--- src/rtl/mgmt_cmd_pkg.sv ---
package mgmt_cmd_pkg;
  localparam int ID_W   = 2;
  localparam int DATA_W = 32;
  localparam int CRC_W  = 4;

  typedef enum logic [1:0] {
    K_READ  = 2'd0,
    K_WRITE = 2'd1,
    K_POLL  = 2'd2,
    K_TERM  = 2'd3
  } cmd_kind_e;

  typedef enum logic [1:0] {
    S_IDLE  = 2'd0,
    S_START = 2'd1,
    S_MSG   = 2'd2,
    S_CRC   = 2'd3
  } seq_state_e;

  // one MSB-first step of the x^4+x+1 CRC
  function automatic logic [CRC_W-1:0] crc4_step(input logic [CRC_W-1:0] c, input logic b);
    logic fb;
    fb = c[3] ^ b;
    return {c[2], c[1], c[0] ^ fb, fb};
  endfunction

  // size code to size flag
  function automatic logic size_flag(input logic [1:0] sz);
    return sz != 2'd0;
  endfunction

  // low two address bits after folding in the size
  function automatic logic [1:0] fold_low2(input logic [1:0] a, input logic [1:0] sz);
    case (sz)
      2'd0:    return a;
      2'd1:    return {a[1], 1'b0};
      default: return 2'b01;
    endcase
  endfunction
endpackage

--- src/rtl/mgmt_frame_builder.sv ---
module mgmt_frame_builder
  import mgmt_cmd_pkg::*;
#(
  parameter int ADDR_W = 21,
  parameter int HDR_W  = ID_W + 5 + ADDR_W,
  parameter int MSG_W  = HDR_W + DATA_W,
  parameter int LEN_W  = $clog2(MSG_W + 1)
) (
  input  logic [1:0]        kind,
  input  logic [ID_W-1:0]   id,
  input  logic [ADDR_W-1:0] addr,
  input  logic [1:0]        sz,
  input  logic [DATA_W-1:0] wdata,
  output logic [MSG_W-1:0]  msg,
  output logic [LEN_W-1:0]  len
);
  logic [HDR_W-1:0]  hdr;
  logic [DATA_W-1:0] payload;
  logic [ADDR_W-1:0] faddr;

  always_comb begin
    faddr = {addr[ADDR_W-1:2], fold_low2(addr[1:0], sz)};
    hdr   = {id, 3'b100, (kind == K_READ), faddr, size_flag(sz)};
    case (sz)
      2'd0:    payload = {wdata[7:0], {(DATA_W-8){1'b0}}};
      2'd1:    payload = {wdata[15:0], {(DATA_W-16){1'b0}}};
      default: payload = wdata;
    endcase
    msg = '0;
    len = '0;
    case (kind)
      K_READ: begin
        msg = {hdr, {DATA_W{1'b0}}};
        len = LEN_W'(HDR_W);
      end
      K_WRITE: begin
        msg = {hdr, payload};
        case (sz)
          2'd0:    len = LEN_W'(HDR_W + 8);
          2'd1:    len = LEN_W'(HDR_W + 16);
          default: len = LEN_W'(HDR_W + DATA_W);
        endcase
      end
      K_POLL: begin
        msg = {id, 3'b010, {(MSG_W-ID_W-3){1'b0}}};
        len = LEN_W'(ID_W + 3);
      end
      default: begin
        msg = {id, 6'b111111, {(MSG_W-ID_W-6){1'b0}}};
        len = LEN_W'(ID_W + 6);
      end
    endcase
  end
endmodule

--- src/rtl/mgmt_crc_accum.sv ---
module mgmt_crc_accum
  import mgmt_cmd_pkg::*;
(
  input  logic             clk,
  input  logic             rst_n,
  input  logic             clear,
  input  logic             step,
  input  logic             shift,
  input  logic             bit_in,
  output logic [CRC_W-1:0] crc
);
  always_ff @(posedge clk or negedge rst_n) begin
    if (!rst_n)      crc <= '0;
    else if (clear)  crc <= '0;
    else if (step)   crc <= crc4_step(crc, bit_in);
    else if (shift)  crc <= {crc[CRC_W-2:0], 1'b0};
  end
endmodule

--- src/rtl/mgmt_link_shifter.sv ---
module mgmt_link_shifter
  import mgmt_cmd_pkg::*;
#(
  parameter int MSG_W = 60,
  parameter int LEN_W = 6
) (
  input  logic             clk,
  input  logic             rst_n,
  input  logic             accept,
  input  logic [MSG_W-1:0] msg,
  input  logic [LEN_W-1:0] len,
  input  logic [CRC_W-1:0] crc,
  output logic             busy,
  output logic             done,
  output logic             phase_hi,
  output logic             oe,
  output logic             cur_bit,
  output logic             advance,
  output logic             crc_step,
  output logic             crc_shift
);
  seq_state_e       state;
  logic [MSG_W-1:0] shreg;
  logic [LEN_W-1:0] cnt;

  assign busy      = (state != S_IDLE);
  assign advance   = busy && phase_hi;
  assign crc_step  = advance && (state == S_START || state == S_MSG);
  assign crc_shift = advance && (state == S_CRC);

  always_comb begin
    case (state)
      S_START: cur_bit = 1'b1;
      S_MSG:   cur_bit = shreg[MSG_W-1];
      S_CRC:   cur_bit = crc[CRC_W-1];
      default: cur_bit = 1'b0;
    endcase
  end

  always_ff @(posedge clk or negedge rst_n) begin
    if (!rst_n) begin
      state    <= S_IDLE;
      shreg    <= '0;
      cnt      <= '0;
      phase_hi <= 1'b0;
      done     <= 1'b0;
      oe       <= 1'b0;
    end else begin
      done <= 1'b0;
      if (accept) begin
        state    <= S_START;
        shreg    <= msg;
        cnt      <= len;
        phase_hi <= 1'b0;
        oe       <= 1'b1;
      end else if (busy && !phase_hi) begin
        phase_hi <= 1'b1;
      end else if (advance) begin
        phase_hi <= 1'b0;
        case (state)
          S_START: state <= S_MSG;
          S_MSG: begin
            shreg <= {shreg[MSG_W-2:0], 1'b0};
            if (cnt == LEN_W'(1)) begin
              state <= S_CRC;
              cnt   <= LEN_W'(CRC_W);
            end else begin
              cnt <= cnt - LEN_W'(1);
            end
          end
          default: begin
            if (cnt == LEN_W'(1)) begin
              state <= S_IDLE;
              done  <= 1'b1;
            end else begin
              cnt <= cnt - LEN_W'(1);
            end
          end
        endcase
      end
    end
  end
endmodule

--- src/rtl/mgmt_cmd_tx.sv ---
module mgmt_cmd_tx
  import mgmt_cmd_pkg::*;
#(
  parameter int ADDR_W = 21
) (
  input  logic              clk,
  input  logic              rst_n,
  input  logic              cmd_valid,
  input  logic [1:0]        cmd_kind,
  input  logic [ID_W-1:0]   slave_id,
  input  logic [ADDR_W-1:0] addr,
  input  logic [1:0]        size_sel,
  input  logic [DATA_W-1:0] wdata,
  output logic              busy,
  output logic              done,
  output logic              link_clk,
  output logic              link_data,
  output logic              link_oe
);
  localparam int HDR_W = ID_W + 5 + ADDR_W;
  localparam int MSG_W = HDR_W + DATA_W;
  localparam int LEN_W = $clog2(MSG_W + 1);

  logic [MSG_W-1:0] msg;
  logic [LEN_W-1:0] len;
  logic [CRC_W-1:0] crc;
  logic frame_accept, bit_advance, crc_step, crc_shift, cur_bit, phase_hi;

  assign frame_accept = cmd_valid && !busy;

  mgmt_frame_builder #(.ADDR_W(ADDR_W), .HDR_W(HDR_W), .MSG_W(MSG_W), .LEN_W(LEN_W)) u_build (
    .kind(cmd_kind), .id(slave_id), .addr(addr), .sz(size_sel), .wdata(wdata),
    .msg(msg), .len(len)
  );

  mgmt_crc_accum u_crc (
    .clk(clk), .rst_n(rst_n), .clear(frame_accept), .step(crc_step),
    .shift(crc_shift), .bit_in(cur_bit), .crc(crc)
  );

  mgmt_link_shifter #(.MSG_W(MSG_W), .LEN_W(LEN_W)) u_shift (
    .clk(clk), .rst_n(rst_n), .accept(frame_accept), .msg(msg), .len(len),
    .crc(crc), .busy(busy), .done(done), .phase_hi(phase_hi), .oe(link_oe),
    .cur_bit(cur_bit), .advance(bit_advance), .crc_step(crc_step),
    .crc_shift(crc_shift)
  );

  assign link_clk  = busy ? phase_hi : 1'b1;
  assign link_data = busy ? ~cur_bit : 1'b1;
endmodule

--- config.mk ---
export PLATFORM = sky130hd
export DESIGN_NAME = mgmt_cmd_tx
export DESIGN_NICKNAME = d
export VERILOG_FILES = /design/src/rtl/mgmt_cmd_pkg.sv /design/src/rtl/mgmt_frame_builder.sv /design/src/rtl/mgmt_crc_accum.sv /design/src/rtl/mgmt_link_shifter.sv /design/src/rtl/mgmt_cmd_tx.sv
export SDC_FILE = /design/constraint.sdc
export NUM_CORES = 1
export LEC_CHECK = 0
export BUFFER_PORTS_ARGS = -buffer_cell sky130_fd_sc_hd__buf_2
export CORE_MARGIN = 4
export CORE_UTILIZATION = 60
export DETAILED_ROUTE_END_ITERATION = 6
export GPL_ROUTABILITY_DRIVEN = 0
export GPL_TIMING_DRIVEN = 0
export PLACE_DENSITY = 0.84
export SLEW_MARGIN = 20
export SYNTH_ARGS = -nofsm -noshare
export SYNTH_HDL_FRONTEND = slang
export SYNTH_SLANG_ARGS = --single-unit
--- constraint.sdc ---
create_clock -name clk -period 3.1 [get_ports clk]
set_input_delay 0.155 -clock clk [delete_from_list [all_inputs] [get_ports clk]]
set_output_delay 0.155 -clock clk [all_outputs]
set_load 0.1 [all_outputs]
==> results of run 1 <==
per-stage QoR:
step	setup slack, ns	power (mW)	utilization (%)	hold slack (ns)
3_3_place_gp	0.802	3.52	69.8	0.395
4_1_cts	0.676	4.47	73.6	0.0235
2_1_floorplan	1.16	3.12	-	-0.141
5_1_grt	0.405	4.80	73.6	0.0358
3_5_place_dp	0.703	3.63	70.2	0.153
6_report	0.640	4.49	73.6	0.0353
cells by family after synthesis:
family          count (synthesis)  synth area share (%)
buf+inv                        43                  5.39
xor+xnor                        1                 0.213
simple gates                  170                  18.1
flops                          75                  45.7
mux                            12                  2.92
compound gates                136                  23.7
fa+ha+maj                      13                  3.96
cells in the final DEF, fill, tap and decap left out, types with 4 or more instances in the layout:
| cell | synthesis | layout |
|---|---|---|
| dfrtp_1 | 75 | 75 |
| clkbuf_1 | 11 | 11 |
| o21ai_0 | 41 | 41 |
| nor2b_1 | 4 | 4 |
| ha_1 | 13 | 13 |
| buf_6 | 5 | 5 |
| inv_1 | 9 | 9 |
| nor2_1 | 72 | 72 |
| clkbuf_8 | 0 | 10 |
| and3_1 | 10 | 10 |
| mux2i_1 | 12 | 12 |
| a31oi_1 | 7 | 7 |
| a221oi_1 | 19 | 19 |
| buf_2 | 18 | 83 |
| a21oi_1 | 29 | 29 |
| a32oi_1 | 9 | 9 |
| nand2_1 | 59 | 59 |
| a221oi_2 | 12 | 12 |
| nor3_1 | 6 | 6 |
final timing paths:
path,slack (ns),cells past startpoint,to
setup / recovery,0.64,8,u_shift.shreg[16]
hold / removal,0.04,3,u_shift.shreg[20]
setup reg to reg,0.64,8,u_shift.shreg[16]
hold reg to reg,0.47,1,u_shift.oe
max in group asynchronous,2.22,3,u_shift.shreg[13]
min in group asynchronous,0.29,2,u_shift.done
power groups by stage:
stage          clock network, mW  registers [mW]  logic [mW]
6_report                   0.843            1.71        1.94
5_1_grt                    0.894            1.75        2.15
3_5_place_dp                   0            1.71        1.92
3_3_place_gp                   0            1.68        1.83
4_1_cts                    0.849            1.69        1.93
2_1_floorplan                  0            1.64        1.48
layer usage:
metal	vias up	GRT usage, %
met1	1857	34.3
met3	20	3.58
li1	1770	-
met4	0	13.3
met5	-	0
met2	156	42.3
synthesized netlist by cell type (all sizes together) (2+ instances only):
| library cell | number | area, um2 |
|---|---|---|
| dfrtp | 75 | 1880 |
| nor2 | 72 | 270 |
| nand2 | 59 | 221 |
| o21ai | 43 | 215 |
| a221oi | 31 | 347 |
| a21oi | 30 | 154 |
| buf | 23 | 146 |
| ha | 13 | 163 |
| mux2i | 12 | 120 |
| clkbuf | 11 | 41.3 |
| and3 | 10 | 62.6 |
| a32oi | 9 | 78.8 |
| inv | 9 | 33.8 |
| a31oi | 7 | 43.8 |
| nor3 | 6 | 30.0 |
| nor2b | 4 | 25.0 |
| nand2b | 3 | 18.8 |
| nand3 | 3 | 15.0 |
| a22o | 2 | 17.5 |
| a31o | 2 | 17.5 |
| and2 | 2 | 15.0 |
| and3b | 2 | 17.5 |
| nand3b | 2 | 15.0 |
| o211ai | 2 | 15.0 |
| or2 | 2 | 12.5 |
| or3 | 2 | 12.5 |
tightest hold or removal path, stage by stage:
cell and delay (ns):
buf_2 0.09, nand2_1 0.04, a21oi_1 0.05
flip-flops by register name, summed over array words and instances (netlist names):
name / cells
u_shift.shreg: 60
u_shift.cnt: 6
u_crc.crc: 4
u_shift.state: 2
u_shift.done: 1
u_shift.oe: 1
u_shift.phase_hi: 1
area by class of cell:
cell class	instances	area share [%]
clock inverter	5	1.62
inverter	9	0.706
tap	77	2.01
clock buffer	10	2.88
sequential	75	39.2
multi-input combinational	332	42.0
buffer	34	3.92
timing repair buffer	68	7.59
==> flow_summary.json, run 1 <==
{
  "dieArea_mm2": 0.00823,
  "final_cell_area_mm2": 0.00478,
  "end_kind": "flip-flop",
  "worstHoldStart": "wdata[20]",
  "fillers": 495,
  "cp_data_arrival_time_ns": 2.69,
  "die_y_um": 90.7,
  "antenna_found_initial": 0,
  "wl_met2_um": 5230,
  "p_int_mw": 2.57,
  "netlist_instances": 450,
  "placed_area_mm2": 0.00456,
  "h-tree-depth": 3,
  "die_x_um": 90.7,
  "rr_startpoint": "u_shift.state[0]",
  "cts.sinks": 75,
  "portBuffers": 66,
  "regArea_mm2": 0.00188,
  "synthDistinctLibCells": 45,
  "cts_max_path_buffers": 2,
  "pwr-share-seq_pct": 38.0,
  "routed.top_layer": "met4",
  "initial_core_util_pct": 63.2,
  "grt-ovfl-total": 0,
  "num_antenna_cells": 0,
  "skew_ns": 0.0135,
  "clk_pin_slew_ns": 0.09,
  "power_density_mw_per_mm2": 939,
  "setup_viol": 0,
  "period_share_pct": 79.3,
  "critPathMaxStageDelay_ns": 0.50,
  "slew_viol_final": 0,
  "core_area_mm2": 0.00649,
  "cts_repair_resize_count": 0,
  "hold_buffers": 1,
  "rows": 29,
  "multiInputGateArea_mm2": 0.00201,
  "syn_area_mm2": 0.00411,
  "dpl.hpwl_um": 7640,
  "combPwrFrac_pct": 43.2,
  "synth-seq-cells": 75,
  "synth_edf_count": 0,
  "rsz0062_at_grt": "false",
  "first_pass_iters": 5,
  "hp-class": "input pin to flip-flop",
  "met1Wirelength_um": 4490,
  "cp_max_fo": 10,
  "worstPathRequired_ns": 3.33,
  "finalSetupTns_ns": 0,
  "clock_latency_ns": 0.36,
  "synth-main-ff-cell": "dfrtp_1",
  "track_usage_pct": 26.2,
  "max_cap_violations": 0,
  "p_leak_nw": 2.19,
  "drtIter0Drc": 311,
  "clockPowerShare_pct": 18.8,
  "tightest_slew_ns": 0.580,
  "cts_tree": "built",
  "grt_pass1_vias": 3739,
  "routed-via-count": 3803,
  "drive_gt1_share_pct": 23.3,
  "hold_viol_final": 0,
  "switching_share_pct": 42.7,
  "power_switching_mw": 1.92,
  "seq_area_frac_synth_pct": 45.7,
  "dp_cells": 594,
  "root_buffer": "clkbuf_8",
  "yosys_warnings": 0,
  "grt_pass1_wl_um": 17400,
  "timing.final.crit_period_ns": 2.46,
  "cpLargestDelayFamily": "compound AO/OA/AOI/OAI gates",
  "syn_nets": 525,
  "syn_to_final_growth_pct": 16.4,
  "final-instance-count-excl-fill": 610,
  "async_flop_share_pct": 100,
  "crit_chain": "inv_1 -> ha_1 -> buf_6 -> nor2b_1 -> a21oi_2 -> buf_2 -> a221oi_1 -> a21oi_1",
  "cp-startpoint": "u_shift.state[0]",
  "vias_per_cell": 6.23,
  "grt_max_degree": 40,
  "ant_nets": 0,
  "fmax_mhz": 407,
  "wirelength_um": 10600,
  "outcome": "finished, final reports clean",
  "numCtsBuffers": 9,
  "final_net_count": 604,
  "pin_count": 67,
  "drt_drc_violations_left": 0,
  "relSlewSlack_pct": 61.3,
  "ir_drop_mv": 0.457,
  "met3WireLength_um": 677,
  "cp-start-kind": "flip-flop",
  "cp.buffers_inverters": 3,
  "cts_setup_buffers": 0,
  "crit_type": "flip-flop to flip-flop",
  "avgSynthCellArea_um2": 9.13,
  "wl_per_cell_um": 17.4,
  "cpMaxStageDelayCell": "dfrtp_1"
}
Note: power is estimated with default switching activity, not from simulation.
==> run 2: changes to the inputs <==
--- a/config.mk
+++ b/config.mk
@@ -7,11 +7,11 @@
 export LEC_CHECK = 0
 export BUFFER_PORTS_ARGS = -buffer_cell sky130_fd_sc_hd__buf_2
 export CORE_MARGIN = 4
-export CORE_UTILIZATION = 60
+export CORE_UTILIZATION = 57
 export DETAILED_ROUTE_END_ITERATION = 6
 export GPL_ROUTABILITY_DRIVEN = 0
 export GPL_TIMING_DRIVEN = 0
-export PLACE_DENSITY = 0.84
+export PLACE_DENSITY = 0.8
 export SLEW_MARGIN = 20
 export SYNTH_ARGS = -nofsm -noshare
 export SYNTH_HDL_FRONTEND = slang
==> constraint.sdc (replaced) <==
create_clock -name clk -period 2.35 [get_ports clk]
set_input_delay 0.1175 -clock clk [delete_from_list [all_inputs] [get_ports clk]]
set_output_delay 0.1175 -clock clk [all_outputs]
set_load 0.1 [all_outputs]
==> flow_summary.json, run 2 (same netlist as run 1, synthesis figures left out) <==
{
  "outcome": "finished, final reports clean",
  "dp_cells": 613,
  "final-instance-count-excl-fill": 637,
  "pin_count": 67,
  "setup_slack_ns": 0.0564,
  "setup_viol": 0,
  "cp-start-kind": "flip-flop",
  "final_net_count": 611,
  "ant_nets": 0,
  "routed.top_layer": "met4",
  "h-tree-depth": 3,
  "hold_viol_final": 0,
  "drtIter0Drc": 238,
  "crit_chain": "inv_1 -> ha_1 -> buf_6 -> and4b_1 -> buf_6 -> and3b_1 -> buf_2 -> a221oi_1 -> a21oi_1",
  "skew_ns": 0.0133,
  "cp_data_arrival_time_ns": 2.53,
  "whs_ns": 0.0126,
  "finalSetupTns_ns": 0,
  "regMostFlops": "u_shift.shreg",
  "cp_max_fo": 10,
  "cpMostUsedCell": "buf_6",
  "wl_met2_um": 5080,
  "core_area_mm2": 0.00691,
  "crit_type": "flip-flop to flip-flop",
  "largest_reg_flops": 60,
  "met1Wirelength_um": 4560,
  "portBuffers": 66,
  "relSlewSlack_pct": 61.1,
  "drive_gt1_share_pct": 23.5,
  "fillers": 586,
  "die_x_um": 92.9,
  "timing.final.crit_period_ns": 2.29,
  "routed-via-count": 3761,
  "wl_per_cell_um": 16.7,
  "initial_core_util_pct": 59.5,
  "grt_max_degree": 41,
  "die_y_um": 92.9,
  "cts_setup_buffers": 0,
  "first_pass_iters": 5,
  "cts.sinks": 75,
  "critPathMaxStageDelay_ns": 0.51,
  "grt_pass1_vias": 3825,
  "worstPathRequired_ns": 2.59,
  "syn_to_final_growth_pct": 18.4,
  "cts_max_path_buffers": 2,
  "num_antenna_cells": 0,
  "fmax_mhz": 436,
  "dpl.hpwl_um": 7640,
  "rows": 30,
  "wirelength_um": 10600,
  "final_common_cell": "buf_2",
  "met3WireLength_um": 643,
  "clock_latency_ns": 0.37,
  "tightest_slew_ns": 0.579,
  "period_share_pct": 97.6,
  "power_density_mw_per_mm2": 1190,
  "hp-class": "input pin to flip-flop",
  "ir_drop_mv": 0.614,
  "antenna_found_initial": 0,
  "dp_slack_ns": -0.0481,
  "track_usage_pct": 25.7,
  "grt_pass1_wl_um": 17600,
  "p_leak_nw": 2.21,
  "max_cap_violations": 0,
  "root_buffer": "clkbuf_8",
  "drt_drc_violations_left": 0,
  "cpMaxStageDelayCell": "dfrtp_1",
  "clk_pin_slew_ns": 0.09,
  "numCtsBuffers": 9,
  "slew_viol_final": 0,
  "top_regs": "u_shift.shreg x60, u_shift.cnt x6, u_crc.crc x4",
  "vias_per_cell": 5.90,
  "cts_tree": "built",
  "layout_common_cells": "buf_2 (82), dfrtp_1 (75), nor2_1 (72)",
  "grt-ovfl-total": 0,
  "dieArea_mm2": 0.00863,
  "end_kind": "flip-flop"
}
-- run 2: changes by cell type in the layout (fill, tap and decap cells not counted), sizes merged --
cell	change
clkinvlp	+1
bufinv	-2
dlygate4sd3	+7
inv	+3
buf	-1
-- run 2: final timing paths --
kind                             startpoint           endpoint  slack (ns)  cells past startpoint
setup / recovery           u_shift.state[0]  u_shift.shreg[16]        0.06                      9
max in group asynchronous             rst_n  u_shift.shreg[30]        1.53                      3
hold reg to reg                  u_shift.oe         u_shift.oe        0.48                      1
hold / removal                    wdata[13]  u_shift.shreg[13]        0.01                      3
min in group asynchronous             rst_n     u_shift.cnt[1]        0.25                      2
setup reg to reg           u_shift.state[0]  u_shift.shreg[16]        0.06                      9
-- run 2: what timing repair did --
action / 4_1_cts / 5_1_grt
endpoints found under the setup margin: 29 / 21
pin swaps: 0 / 0
hold buffers: 8 / 0
endpoints found under the hold margin: 42 / 0
gates resized for setup: 1 / 5
-- run 2: routing by layer --
| layer | global-route usage, % | vias to the layer above |
|---|---|---|
| met5 | 0 | - |
| met4 | 12.6 | 0 |
| met3 | 3.33 | 32 |
| met2 | 42.7 | 161 |
| met1 | 33.0 | 1782 |
| li1 | - | 1786 |
-- run 2: final cells by class --
type	count	area [um2]	area share (%)
multi-input cells	332	2020	41.6
well taps	96	120	2.47
clock buffers	9	124	2.55
flip-flops and latches	75	1880	38.6
clock inverters	7	58.8	1.21
inverters	9	33.8	0.695
plain buffers	34	191	3.94
repair buffers	75	433	8.90
-- run 2: power by group --
group / total (mW) / internal, mW / switching (mW)
Clock: 0.936 / 0.397 / 0.539
Sequential: 2.25 / 1.85 / 0.391
Combinational: 2.59 / 0.941 / 1.65
Total: 5.77 / 3.19 / 2.58
-- run 2: worst max-delay path: cells and delay by family, from the launching register on --
kind | cells | cell delay [ns]
buffers and inverters | 4 | 0.58
AOI/OAI and AO/OA | 2 | 0.45
DFF | 1 | 0.51
and+or+nand+nor | 2 | 0.40
adders and majority gates | 1 | 0.24
-- run 2: through the flow --
step                      cell area (um2)  total power, mW  util [%]
after floorplan                      4110             4.11         -
after global placement               4560             4.65      66.0
after detailed placement             4580             4.77      66.3
after CTS                            4850             5.74      70.2
after global routing                 4860             6.18      70.4
final                                4860             5.77      70.4
